===== config.mk =====
export PLATFORM = sky130hd
export DESIGN_NAME = pwr_access_filter
export DESIGN_NICKNAME = d
export VERILOG_FILES = /design/src/rtl/pwr_filt_pkg.sv /design/src/rtl/pwr_filt_rule.sv /design/src/rtl/pwr_filt_cfg.sv /design/src/rtl/pwr_filt_bank.sv /design/src/rtl/pwr_access_filter.sv
export SDC_FILE = /design/constraint.sdc
export NUM_CORES = 1
export LEC_CHECK = 0
export ABC_AREA = 0
export BUFFER_PORTS_ARGS = -buffer_cell sky130_fd_sc_hd__buf_2
export CORE_MARGIN = 2
export CORE_UTILIZATION = 43
export DETAILED_ROUTE_END_ITERATION = 8
export GPL_TIMING_DRIVEN = 0
export PLACE_DENSITY = 0.68
export SLEW_MARGIN = 30
export SYNTH_ARGS = -nofsm -noshare
export SYNTH_HDL_FRONTEND = slang
export SYNTH_HIERARCHICAL = 1
export SYNTH_SLANG_ARGS = --single-unit

===== constraint.sdc =====
create_clock -name clk_i -period 2.6 [get_ports clk_i]
set_clock_uncertainty 0.05 [all_clocks]
set_input_delay 0.52 -clock clk_i [delete_from_list [all_inputs] [get_ports clk_i]]
set_output_delay 0.52 -clock clk_i [all_outputs]
set_load 0.02 [all_outputs]

===== src/rtl/pwr_filt_pkg.sv =====
package pwr_filt_pkg;
  localparam int unsigned ADDR_SECCFG  = 0;
  localparam int unsigned ADDR_PRIVCFG = 1;
  localparam int unsigned BANK_BASE    = 2;
  localparam int unsigned SPRIV_BIT    = 0;
  localparam int unsigned NSPRIV_BIT   = 1;
endpackage


===== src/rtl/pwr_filt_rule.sv =====
module pwr_filt_rule
  import pwr_filt_pkg::*;
#(
  parameter int unsigned DATA_W  = 16,
  parameter int unsigned N_ITEMS = 4,
  parameter int unsigned N_REGS  = 4,
  parameter int unsigned ADDR_W  = 3,
  parameter logic [DATA_W-1:0] STAT_MASK = '0
) (
  input  logic              req_i,
  input  logic              we_i,
  input  logic [ADDR_W-1:0] addr_i,
  input  logic              tz_en_i,
  input  logic              sec_i,
  input  logic              priv_i,
  input  logic [N_ITEMS-1:0] seccfg_i,
  input  logic              spriv_i,
  input  logic              nspriv_i,
  output logic [DATA_W-1:0] wmask_o,
  output logic [DATA_W-1:0] rmask_o
);
  localparam logic [ADDR_W-1:0] A_SEC  = ADDR_W'(ADDR_SECCFG);
  localparam logic [ADDR_W-1:0] A_PRV  = ADDR_W'(ADDR_PRIVCFG);
  localparam logic [ADDR_W-1:0] A_BANK = ADDR_W'(BANK_BASE);
  localparam logic [ADDR_W-1:0] A_LAST = ADDR_W'(BANK_BASE + N_REGS - 1);
  localparam logic [DATA_W-1:0] SEC_IMPL = DATA_W'({N_ITEMS{1'b1}});
  localparam logic [DATA_W-1:0] PRV_IMPL = DATA_W'(2'b11);

  logic sec_ok, ns_ok;
  logic [DATA_W-1:0] bank_w, bank_r, bank_rs;

  assign sec_ok = sec_i & (~spriv_i | priv_i);
  assign ns_ok  = ~nspriv_i | priv_i;

  for (genvar b = 0; b < DATA_W; b++) begin : g_bit
    localparam int unsigned IT = b % N_ITEMS;
    logic item_sec;
    assign item_sec   = tz_en_i & seccfg_i[IT];
    assign bank_w[b]  = item_sec ? sec_ok : ns_ok;
    assign bank_r[b]  = bank_w[b];
    // status bits stay visible on the non-secure side only
    assign bank_rs[b] = item_sec ? sec_ok : (ns_ok | STAT_MASK[b]);
  end

  always_comb begin
    wmask_o = '0;
    rmask_o = '0;
    if (req_i) begin
      if (addr_i == A_SEC) begin
        if (tz_en_i) begin
          if (we_i) wmask_o = sec_ok ? SEC_IMPL : '0;
          else      rmask_o = SEC_IMPL;
        end
      end else if (addr_i == A_PRV) begin
        if (we_i) begin
          wmask_o[SPRIV_BIT]  = sec_i & priv_i;
          wmask_o[NSPRIV_BIT] = priv_i;
        end else begin
          rmask_o = PRV_IMPL;
        end
      end else if (addr_i >= A_BANK && addr_i <= A_LAST) begin
        if (we_i) wmask_o = bank_w;
        else      rmask_o = (addr_i == A_LAST) ? bank_rs : bank_r;
      end
    end
  end
endmodule


===== src/rtl/pwr_filt_cfg.sv =====
module pwr_filt_cfg
  import pwr_filt_pkg::*;
#(
  parameter int unsigned DATA_W  = 16,
  parameter int unsigned N_ITEMS = 4
) (
  input  logic               clk_i,
  input  logic               rst_ni,
  input  logic               sec_wr_i,
  input  logic               prv_wr_i,
  input  logic [DATA_W-1:0]  wmask_i,
  input  logic [DATA_W-1:0]  wdata_i,
  output logic [N_ITEMS-1:0] seccfg_o,
  output logic               spriv_o,
  output logic               nspriv_o
);
  logic [N_ITEMS-1:0] wm, wd;
  assign wm = wmask_i[N_ITEMS-1:0];
  assign wd = wdata_i[N_ITEMS-1:0];

  always_ff @(posedge clk_i or negedge rst_ni) begin
    if (!rst_ni) begin
      seccfg_o <= '0;
      spriv_o  <= 1'b0;
      nspriv_o <= 1'b0;
    end else begin
      if (sec_wr_i) seccfg_o <= (seccfg_o & ~wm) | (wd & wm);
      if (prv_wr_i) begin
        if (wmask_i[SPRIV_BIT])  spriv_o  <= wdata_i[SPRIV_BIT];
        if (wmask_i[NSPRIV_BIT]) nspriv_o <= wdata_i[NSPRIV_BIT];
      end
    end
  end
endmodule


===== src/rtl/pwr_filt_bank.sv =====
module pwr_filt_bank #(
  parameter int unsigned DATA_W = 16,
  parameter int unsigned N_REGS = 4,
  parameter int unsigned IDX_W  = 2
) (
  input  logic              clk_i,
  input  logic              rst_ni,
  input  logic              wr_i,
  input  logic [IDX_W-1:0]  idx_i,
  input  logic [DATA_W-1:0] wmask_i,
  input  logic [DATA_W-1:0] wdata_i,
  output logic [DATA_W-1:0] rdata_o
);
  logic [DATA_W-1:0] regs_q [N_REGS];

  for (genvar r = 0; r < N_REGS; r++) begin : g_reg
    always_ff @(posedge clk_i or negedge rst_ni) begin
      if (!rst_ni) regs_q[r] <= '0;
      else if (wr_i && idx_i == IDX_W'(r))
        regs_q[r] <= (regs_q[r] & ~wmask_i) | (wdata_i & wmask_i);
    end
  end

  always_comb begin
    rdata_o = '0;
    for (int r = 0; r < N_REGS; r++)
      if (idx_i == IDX_W'(r)) rdata_o = regs_q[r];
  end
endmodule


===== src/rtl/pwr_access_filter.sv =====
module pwr_access_filter
  import pwr_filt_pkg::*;
#(
  parameter int unsigned DATA_W  = 16,
  parameter int unsigned N_ITEMS = 4,
  parameter int unsigned N_REGS  = 4,
  parameter logic [DATA_W-1:0] STAT_MASK = DATA_W'(2'b11),
  localparam int unsigned ADDR_W = $clog2(N_REGS + BANK_BASE)
) (
  input  logic              clk_i,
  input  logic              rst_ni,
  input  logic              tz_en_i,
  input  logic              req_i,
  input  logic              we_i,
  input  logic [ADDR_W-1:0] addr_i,
  input  logic [DATA_W-1:0] wdata_i,
  input  logic              sec_i,
  input  logic              priv_i,
  output logic [DATA_W-1:0] rdata_o,
  output logic [DATA_W-1:0] wmask_o,
  output logic [DATA_W-1:0] rmask_o
);
  localparam int unsigned IDX_W = (N_REGS > 1) ? $clog2(N_REGS) : 1;
  localparam logic [ADDR_W-1:0] A_SEC  = ADDR_W'(ADDR_SECCFG);
  localparam logic [ADDR_W-1:0] A_PRV  = ADDR_W'(ADDR_PRIVCFG);
  localparam logic [ADDR_W-1:0] A_BANK = ADDR_W'(BANK_BASE);
  localparam logic [ADDR_W-1:0] A_LAST = ADDR_W'(BANK_BASE + N_REGS - 1);

  logic [N_ITEMS-1:0] seccfg_w;
  logic               spriv_w, nspriv_w;
  logic               wr, bank_hit;
  logic [ADDR_W-1:0]  off;
  logic [DATA_W-1:0]  bank_rd, raw_rd;

  assign wr       = req_i & we_i;
  assign bank_hit = (addr_i >= A_BANK) && (addr_i <= A_LAST);
  assign off      = addr_i - A_BANK;

  pwr_filt_rule #(
    .DATA_W(DATA_W), .N_ITEMS(N_ITEMS), .N_REGS(N_REGS),
    .ADDR_W(ADDR_W), .STAT_MASK(STAT_MASK)
  ) rule_i (
    .req_i(req_i), .we_i(we_i), .addr_i(addr_i), .tz_en_i(tz_en_i),
    .sec_i(sec_i), .priv_i(priv_i), .seccfg_i(seccfg_w),
    .spriv_i(spriv_w), .nspriv_i(nspriv_w),
    .wmask_o(wmask_o), .rmask_o(rmask_o)
  );

  pwr_filt_cfg #(.DATA_W(DATA_W), .N_ITEMS(N_ITEMS)) cfg_i (
    .clk_i(clk_i), .rst_ni(rst_ni),
    .sec_wr_i(wr && addr_i == A_SEC), .prv_wr_i(wr && addr_i == A_PRV),
    .wmask_i(wmask_o), .wdata_i(wdata_i),
    .seccfg_o(seccfg_w), .spriv_o(spriv_w), .nspriv_o(nspriv_w)
  );

  pwr_filt_bank #(.DATA_W(DATA_W), .N_REGS(N_REGS), .IDX_W(IDX_W)) bank_i (
    .clk_i(clk_i), .rst_ni(rst_ni), .wr_i(wr && bank_hit),
    .idx_i(off[IDX_W-1:0]), .wmask_i(wmask_o), .wdata_i(wdata_i),
    .rdata_o(bank_rd)
  );

  always_comb begin
    raw_rd = '0;
    if (addr_i == A_SEC)      raw_rd = DATA_W'(seccfg_w);
    else if (addr_i == A_PRV) raw_rd = DATA_W'({nspriv_w, spriv_w});
    else if (bank_hit)        raw_rd = bank_rd;
  end

  assign rdata_o = raw_rd & rmask_o;
endmodule


==> results of run 1 <==
-- power breakdown --
group	total (W)	switching [W]	internal, W
logic	0.000691	0.000356	0.000335
registers	0.00127	0.0000684	0.00121
clock network	0.00102	0.000432	0.000588
-- synthesized netlist by cell type, drive strengths merged (4+ instances only) --
library cell and n:
nor4bb 5, a21oi 5, inv 4, mux4 16, clkbuf 6, nand4 17
nand2 13, nand4b 35, buf 40, nor2 11, dfrtp 70, o21ai 4
nand2b 4, and4bb 11, and3 14, mux2 72, and4b 4
-- per-layer routing --
layer	up-vias	track usage [%]	part of all wire (%)
li1	1624	-	-
met1	1886	32.0	44
met4	0	8.65	2.2
met2	153	37.4	48
met5	-	0	0
met3	26	3.37	5.8
-- repair_timing --
item,CTS,global route
resized for setup,38,37
hold endpoints to repair,0,0
setup buffers,12,9
setup endpoints to repair,62,45
pin swaps,4,11
-- stage by stage --
stage	worst slack, ns	total power, W	hold WS [ns]	setup TNS [ns]	utilization (%)
CTS	-0.165	0.00294	0.00544	-0.391	54.1
finish	-0.134	0.00299	0.00195	-0.343	56.1
detailed placement	-0.619	0.00189	0.382	-31.19	49.6
global placement	-0.598	0.00186	0.422	-31.09	49.3
global route	-0.196	0.00309	0.0185	-0.901	56.1
floorplan	-0.0116	0.00168	0.174	-0.0116	-
-- worst max-delay path by stage --
stage             startpoint          to  slack, ns
2_1_floorplan      addr_i[2]  rdata_o[1]      -0.01
3_3_place_gp       addr_i[1]   flip-flop      -0.60
3_5_place_dp       addr_i[1]   flip-flop      -0.62
4_1_cts        cfg_i/spriv_o  rdata_o[0]      -0.16
5_1_grt            flip-flop  rdata_o[0]      -0.20
6_report           flip-flop  rdata_o[0]      -0.13
-- cell type report --
type                    instances  area [sq um]  share of cell area (%)
multi-input cells             247          2600                    45.3
clock buffers                  12           155                    2.70
well taps                     136           170                    2.97
clock inverters                 3          67.6                    1.18
plain buffers                  44           352                    6.13
flip-flops and latches         70          1750                    30.5
inverters                       4          18.8                   0.327
repair buffers                 95           622                    10.8
-- cells by family after synthesis --
logic type	synth area share, %
muxes	27.1
buffers and inverters	7.35
AOI/OAI and AO/OA	5.02
DFF	38.9
and+or+nand+nor	21.1
xor gates and xnor gates	0.555
==> impl_metrics.json, run 1 <==
{
  "status": "finished, violations left",
  "violations": "negative setup slack",
  "fin_nets": 497,
  "synthCells": 367,
  "required_ns": 2.03,
  "antenna_cells": 0,
  "drtIter0Drc": 311,
  "hold_path.class": "in -> async",
  "setup_ws_ns": -0.134,
  "yosysTopAreaCell": "dfrtp_1",
  "ys_ff_latch": 70,
  "cp_max_fo": 5,
  "clock-sinks": 70,
  "r2r-start": "cfg_i/spriv_o",
  "crit_family": "compound AO/OA/AOI/OAI gates",
  "syn_avg_cell_area_sq_um": 12.3,
  "grt_usage_pct": 23.3,
  "final.fill_count": 865,
  "cts_buffer_depth": 2,
  "fin_crit_sh_pct": 105,
  "antenna_found_initial": 0,
  "cp_cell_sequence": "and2_4 -> o211ai_2 -> a221oi_4 -> and4b_2 -> a311o_1 -> buf_4",
  "synth_edf_count": 0,
  "synth_warnings": 6,
  "wl_per_cell_microns": 21.1,
  "htreeDepth": 3,
  "crit_cells": 6,
  "start_util_pct": 44.1,
  "vias_per_cell": 6.04,
  "layout_commonest_cell": "dfrtp_1",
  "slowest_delay_ns": 0.43,
  "postRouteAntennaNets": 0,
  "critical-path-slowest-cell": "dfrtp_1",
  "max_slew_margin_pct": 47.1,
  "placement_rows": 37,
  "synth_fp_nets": 393,
  "die_w_microns": 106,
  "maxCapViolCount": 0,
  "die_h_microns": 106,
  "p_leak_nw": 2.70,
  "vdd_drop_max_v": 0.000305,
  "rrSetupSlack_ns": 0.28,
  "dp_hpwl_microns": 8690,
  "syn_area_sq_um": 4510,
  "p_per_area_nw_per_um2": 520,
  "crit_type": "reg -> out",
  "drt-total-wl_microns": 12900,
  "hold_buffers": 0,
  "fp.coreArea_sq_um": 10200,
  "gp_congestion": 0.899,
  "postSynth.asyncResetShare_pct": 100,
  "placedCellCount": 577,
  "rsz0062_at_grt": "true",
  "grt_pass1_vias": 3751,
  "fin_cells": 611,
  "crit_buf_inv": 1,
  "hold_violations": 0,
  "drt_first_pass_iters": 5,
  "worst_pin_slew_ns": 0.786,
  "synth_area_leaders": "dfrtp_1 (39%), mux2_2 (14%), mux4_2 (8.0%), nand4b_1 (6.8%), buf_4 (4.5%)",
  "clk_latency_ns": 0.36,
  "cts_tree": "yes",
  "cp-end-kind": "output port",
  "final_cell_mix": "dfrtp_1 (70), buf_2 (69), mux2_2 (56)",
  "synthFlopType": "dfrtp_1",
  "top_level_ports": 74,
  "cp.arrival_ns": 2.16,
  "cts_root_buffer": "clkbuf_8",
  "drcViolationCount": 0,
  "grt_max_degree": 51,
  "yosysSeqAreaShare_pct": 38.9,
  "design_area_sq_um": 5740,
  "ys_types": 48,
  "vias": 3689,
  "rr_worst_depth": 8,
  "finalSetupViolCount": 6,
  "start_kind": "flip-flop",
  "slew_violations": 0,
  "grt_pass1_wl_microns": 20400,
  "area_growth_pct": 27.3,
  "layout-drive-gt1-share_pct": 59.8,
  "gr-total-overflow": 0,
  "max_freq_mhz": 366,
  "finalCriticalPeriod_ns": 2.73,
  "clkTransAtPathRegs_ns": 0.08,
  "dieArea_sq_um": 11300,
  "synth_top_cell_area_share_pct": 38.9,
  "port_buffers": 73,
  "post_dp_cell_area_sq_um": 5070,
  "cts_buffers": 9
}
No activity file was read; power rests on OpenSTA's default activity.
==> run 2: changes to the inputs <==
--- a/config.mk
+++ b/config.mk
@@ -7,6 +7,7 @@
 export LEC_CHECK = 0
 export ABC_AREA = 0
 export BUFFER_PORTS_ARGS = -buffer_cell sky130_fd_sc_hd__buf_2
+export CORE_ASPECT_RATIO = 1.25
 export CORE_MARGIN = 2
 export CORE_UTILIZATION = 43
 export DETAILED_ROUTE_END_ITERATION = 8
@@ -17,3 +18,4 @@
 export SYNTH_HDL_FRONTEND = slang
 export SYNTH_HIERARCHICAL = 1
 export SYNTH_SLANG_ARGS = --single-unit
+export TNS_END_PERCENT = 100
==> run 2 against run 1 <==
Against the previous run:
- the run still ends with negative setup slack left
- worst setup slack improved by 0.025 ns
- final area is 5.1% higher
- maximum frequency grew 0.94%
- via count rose by 2.7%
- register-to-register slack got worse by 0.07 ns
- total power up 16%
- critical path depth is 1 higher
- wire length up 4.3%
- non-clock buffer count increased by 17
- critical endpoint unchanged
==> impl_metrics.json, run 2 (synthesis results as in run 1) <==
{
  "status": "finished, violations left",
  "violations": "negative setup slack",
  "crit_buf_inv": 1,
  "start_util_pct": 44.4,
  "wl_per_cell_microns": 21.6,
  "port_buffers": 73,
  "cts_root_buffer": "clkbuf_16",
  "top_level_ports": 74,
  "gr-total-overflow": 0,
  "htreeDepth": 3,
  "vias_per_cell": 6.09,
  "worst_pin_slew_ns": 0.862,
  "p_seq_share_pct": 36.9,
  "finalCriticalPeriod_ns": 2.71,
  "p_per_area_nw_per_um2": 575,
  "placedCellCount": 570,
  "slew_violations": 0,
  "required_ns": 2.03,
  "cp-end-kind": "output port",
  "clk_latency_ns": 0.34,
  "grt_pass1_wl_microns": 20100,
  "vdd_drop_max_v": 0.000399,
  "fin_util_pct": 59.4,
  "cts_tree": "yes",
  "drt-total-wl_microns": 13500,
  "crit_family": "compound AO/OA/AOI/OAI gates",
  "fin_cells": 622,
  "pre_cts_ws_ns": -0.611,
  "dr_wl_met2_microns": 6910,
  "placement_rows": 41,
  "maxCapViolCount": 0,
  "finalSetupViolCount": 6,
  "clock-sinks": 70,
  "critical-path-slowest-cell": "dfrtp_1",
  "timing.setup.tns_ns": -0.295,
  "p_clk_share_pct": 42.3,
  "swShare_pct": 26.3,
  "fin_nets": 514,
  "vias": 3788,
  "max_freq_mhz": 369,
  "cts_buffers": 9,
  "area_growth_pct": 33.8,
  "cp.arrival_ns": 2.14,
  "antenna_cells": 0,
  "top_layer": "met4",
  "grt_max_degree": 51,
  "post_dp_cell_area_sq_um": 5060,
  "power_frac_comb_pct": 20.8,
  "die_w_microns": 95.6,
  "die_h_microns": 118,
  "max_slew_margin_pct": 42.0,
  "rsz0062_at_grt": "true",
  "grt_pass1_vias": 3831,
  "layout-drive-gt1-share_pct": 61.9,
  "crit_type": "reg -> out",
  "fin_crit_sh_pct": 104,
  "slowest_delay_ns": 0.42,
  "cp_cell_sequence": "nand2b_1 -> nand2_2 -> a211o_1 -> a221oi_4 -> and4b_2 -> a311o_1 -> buf_6",
  "hold_path.class": "in -> async",
  "drcViolationCount": 0,
  "hold_violations": 0,
  "power.switching_w": 0.000914,
  "start_kind": "flip-flop",
  "intPower_w": 0.00256,
  "dp_hpwl_microns": 8900,
  "dr_wl_met3_microns": 886,
  "fp.coreArea_sq_um": 10200,
  "postRouteAntennaNets": 0,
  "p_leak_nw": 2.85,
  "design_area_sq_um": 6030,
  "final_cell_mix": "buf_2 (69), dfrtp_1 (69), buf_4 (58)",
  "cp_max_fo": 4,
  "drt_first_pass_iters": 5,
  "cts_buffer_depth": 2,
  "clkTransAtPathRegs_ns": 0.06,
  "antenna_found_initial": 0,
  "met1_length_microns": 5310,
  "grt_usage_pct": 23.4,
  "setup_ws_ns": -0.109,
  "drtIter0Drc": 262,
  "dieArea_sq_um": 11300,
  "gp_congestion": 0.875
}
run 2: worst paths after layout:
| check | slack [ns] | from | to | cells after the start |
|---|---|---|---|---|
| hold reg to reg | 0.45 | flip-flop | flip-flop | 1 |
| max in group asynchronous | 1.95 | rst_ni | asynchronous set/reset pin | 2 |
| setup reg to reg | 0.21 | cfg_i/spriv_o | flip-flop | 7 |
| min in group clk_i | 0.40 | wdata_i[4] | flip-flop | 2 |
| setup / recovery | -0.11 | cfg_i/spriv_o | rdata_o[0] | 7 |
| hold / removal | 0.02 | rst_ni | asynchronous set/reset pin | 1 |
run 2: metrics by stage:
step,power [W],hold slack (ns)
after floorplan,0.00168,0.174
after global placement,0.00186,0.422
after detailed placement,0.00189,0.381
after CTS,0.00340,0.0249
after global routing,0.00358,0.0454
final,0.00347,0.0155
run 2: routing by layer:
metal	GRT usage, %	vias up
met3	2.93	37
met4	8.21	0
met5	0	-
met2	39.0	185
li1	-	1656
met1	31.0	1910
run 2: area by class of cell:
type / instances / area [sq um]
plain buffers: 45 / 379
clock buffers: 11 / 253
clock inverters: 5 / 105
fillers: 806 / 4120
inverters: 4 / 18.8
multi-input cells: 247 / 2600
flip-flops and latches: 70 / 1750
well taps: 129 / 161
repair buffers: 111 / 767
run 2: repair_timing:
action / 4_1_cts / 5_1_grt
resized for setup: 44 / 43
hold buffers: 0 / 0
hold endpoints to repair: 0 / 0
setup endpoints to repair: 66 / 50
pin swaps: 7 / 13
setup buffers: 12 / 24
cloned: 0 / 1
run 2: power groups by stage:
| stage | Combinational, W | Sequential, W | Clock (W) |
|---|---|---|---|
| after floorplan | 0.000408 | 0.00127 | 0 |
| after detailed placement | 0.000595 | 0.00129 | 0 |
| final | 0.000721 | 0.00128 | 0.00147 |
| after global placement | 0.000578 | 0.00128 | 0 |
| after CTS | 0.000647 | 0.00128 | 0.00148 |
| after global routing | 0.000765 | 0.00129 | 0.00152 |
==> run 3: changes to the inputs <==
--- a/config.mk
+++ b/config.mk
@@ -12,6 +12,7 @@
 export CORE_UTILIZATION = 43
 export DETAILED_ROUTE_END_ITERATION = 8
 export GPL_TIMING_DRIVEN = 0
+export MAX_ROUTING_LAYER = met4
 export PLACE_DENSITY = 0.68
 export SLEW_MARGIN = 30
 export SYNTH_ARGS = -nofsm -noshare
==> run 3 against run 2 <==
Against the previous run:
- the run still ends with negative setup slack left
- global-route usage increased by 0.69 points
- utilization unchanged
- via count decreased by 0.63%
- total power decreased by 0.28%
==> impl_metrics.json, run 3 (synthesis results as in run 1) <==
{
  "slew_violations": 0,
  "grt_max_degree": 51,
  "final.fill_count": 806,
  "cp_cell_sequence": "and2_4 -> nor3_1 -> a211o_1 -> a221oi_4 -> and4b_1 -> a311o_1 -> buf_6",
  "crit_family": "simple AND/OR/NAND/NOR gates",
  "cts_root_buffer": "clkbuf_16",
  "vias": 3764,
  "cts_buffers": 9,
  "max_freq_mhz": 367,
  "dieArea_sq_um": 11300,
  "start_kind": "flip-flop",
  "die_h_microns": 118,
  "violations": "negative setup slack",
  "post_dp_cell_area_sq_um": 5060,
  "worst_pin_slew_ns": 0.848,
  "slowest_delay_ns": 0.44,
  "hold_violations": 0,
  "timing.hold.ws_ns": 0.0202,
  "critical-path-slowest-cell": "dfrtp_2",
  "drt-total-wl_microns": 13500,
  "fp.coreArea_sq_um": 10200,
  "top_level_ports": 74,
  "cp-end-kind": "output port",
  "postRouteAntennaNets": 0,
  "fin_cells": 622,
  "rsz0062_at_grt": "true",
  "max_slew_margin_pct": 43.0,
  "cts_tree": "yes",
  "fin_nets": 514,
  "p_per_area_nw_per_um2": 573,
  "crit_cells": 7,
  "maxCapViolCount": 0,
  "antenna_cells": 0,
  "r2r-start": "cfg_i/spriv_o",
  "clock-sinks": 70,
  "vdd_drop_max_v": 0.000393,
  "gp_congestion": 0.889,
  "gr-total-overflow": 0,
  "clk_latency_ns": 0.33,
  "rr_worst_depth": 7,
  "crit_buf_inv": 1,
  "finalCriticalPeriod_ns": 2.72,
  "grt_pass1_vias": 3836,
  "cp_max_fo": 5,
  "placement_rows": 41,
  "crit_type": "reg -> out",
  "cts_buffer_depth": 2,
  "clkTransAtPathRegs_ns": 0.06,
  "required_ns": 2.03,
  "die_w_microns": 95.6,
  "placedCellCount": 570,
  "layout-drive-gt1-share_pct": 61.9,
  "cp.arrival_ns": 2.15,
  "drt_first_pass_iters": 5,
  "setup_ws_ns": -0.124,
  "drcViolationCount": 0,
  "area_growth_pct": 33.8,
  "fin_crit_sh_pct": 105,
  "port_buffers": 73,
  "vias_per_cell": 6.05,
  "hold_path.class": "in -> async",
  "status": "finished, violations left",
  "final_cell_mix": "buf_2 (69), dfrtp_1 (69), buf_4 (58)",
  "finalSetupViolCount": 6,
  "drtIter0Drc": 262,
  "fin_util_pct": 59.4,
  "grt_pass1_wl_microns": 20200,
  "antenna_found_initial": 0,
  "design_area_sq_um": 6030,
  "p_leak_nw": 2.85,
  "start_util_pct": 44.4,
  "hold_buffers": 0,
  "grt_usage_pct": 24.1,
  "wl_per_cell_microns": 21.7,
  "dp_hpwl_microns": 8900,
  "rrSetupSlack_ns": 0.23,
  "htreeDepth": 3
}
-- run 3: cell counts in the layout (fill, tap and decap cells not counted) --
No cell type changed its count.
-- run 3: worst max path at each step --
stage	start	to
after floorplan	addr_i[2]	rdata_o[1]
after global placement	addr_i[1]	flip-flop
after detailed placement	addr_i[1]	flip-flop
after CTS	cfg_i/spriv_o	rdata_o[0]
after global routing	cfg_i/spriv_o	rdata_o[0]
final	flip-flop	rdata_o[0]
-- run 3: timing repair --
item | CTS | global route
gates resized for setup | 44 | 43
pin swaps | 7 | 13
buffers inserted | 12 | 24
cloned | 0 | 1
setup endpoints to repair | 66 | 50
-- run 3: per-stage QoR --
step / worst slack, ns / setup TNS [ns] / power [W]
2_1_floorplan: -0.0116 / -0.0116 / 0.00168
3_3_place_gp: -0.584 / -30.80 / 0.00186
3_5_place_dp: -0.611 / -31.03 / 0.00189
4_1_cts: -0.118 / -0.299 / 0.00340
5_1_grt: -0.162 / -0.931 / 0.00358
6_report: -0.124 / -0.291 / 0.00346
-- run 3: power breakdown --
part           internal, W  switching, W  leakage, nW
logic             0.000358      0.000364         1.73
clock network     0.000989      0.000469        0.168
registers          0.00121     0.0000711        0.948
-- run 3: final cells by class --
class | count | area (sq um) | area share (%)
multi-input cells | 247 | 2600 | 43.0
flip-flops and latches | 70 | 1750 | 29.1
repair buffers | 111 | 767 | 12.7
plain buffers | 45 | 379 | 6.28
clock buffers | 11 | 253 | 4.19
well taps | 129 | 161 | 2.68
clock inverters | 5 | 105 | 1.74
inverters | 4 | 18.8 | 0.311
-- run 3: layer usage --
layer | routed length, microns | share of wire [%] | track usage, % | vias up
li1 | - | - | - | 1655
met4 | 400 | 3.0 | 8.30 | 0
met3 | 871 | 6.4 | 3.12 | 32
met5 | 0 | 0 | - | -
met1 | 5400 | 40 | 31.0 | 1889
met2 | 6840 | 51 | 39.0 | 188
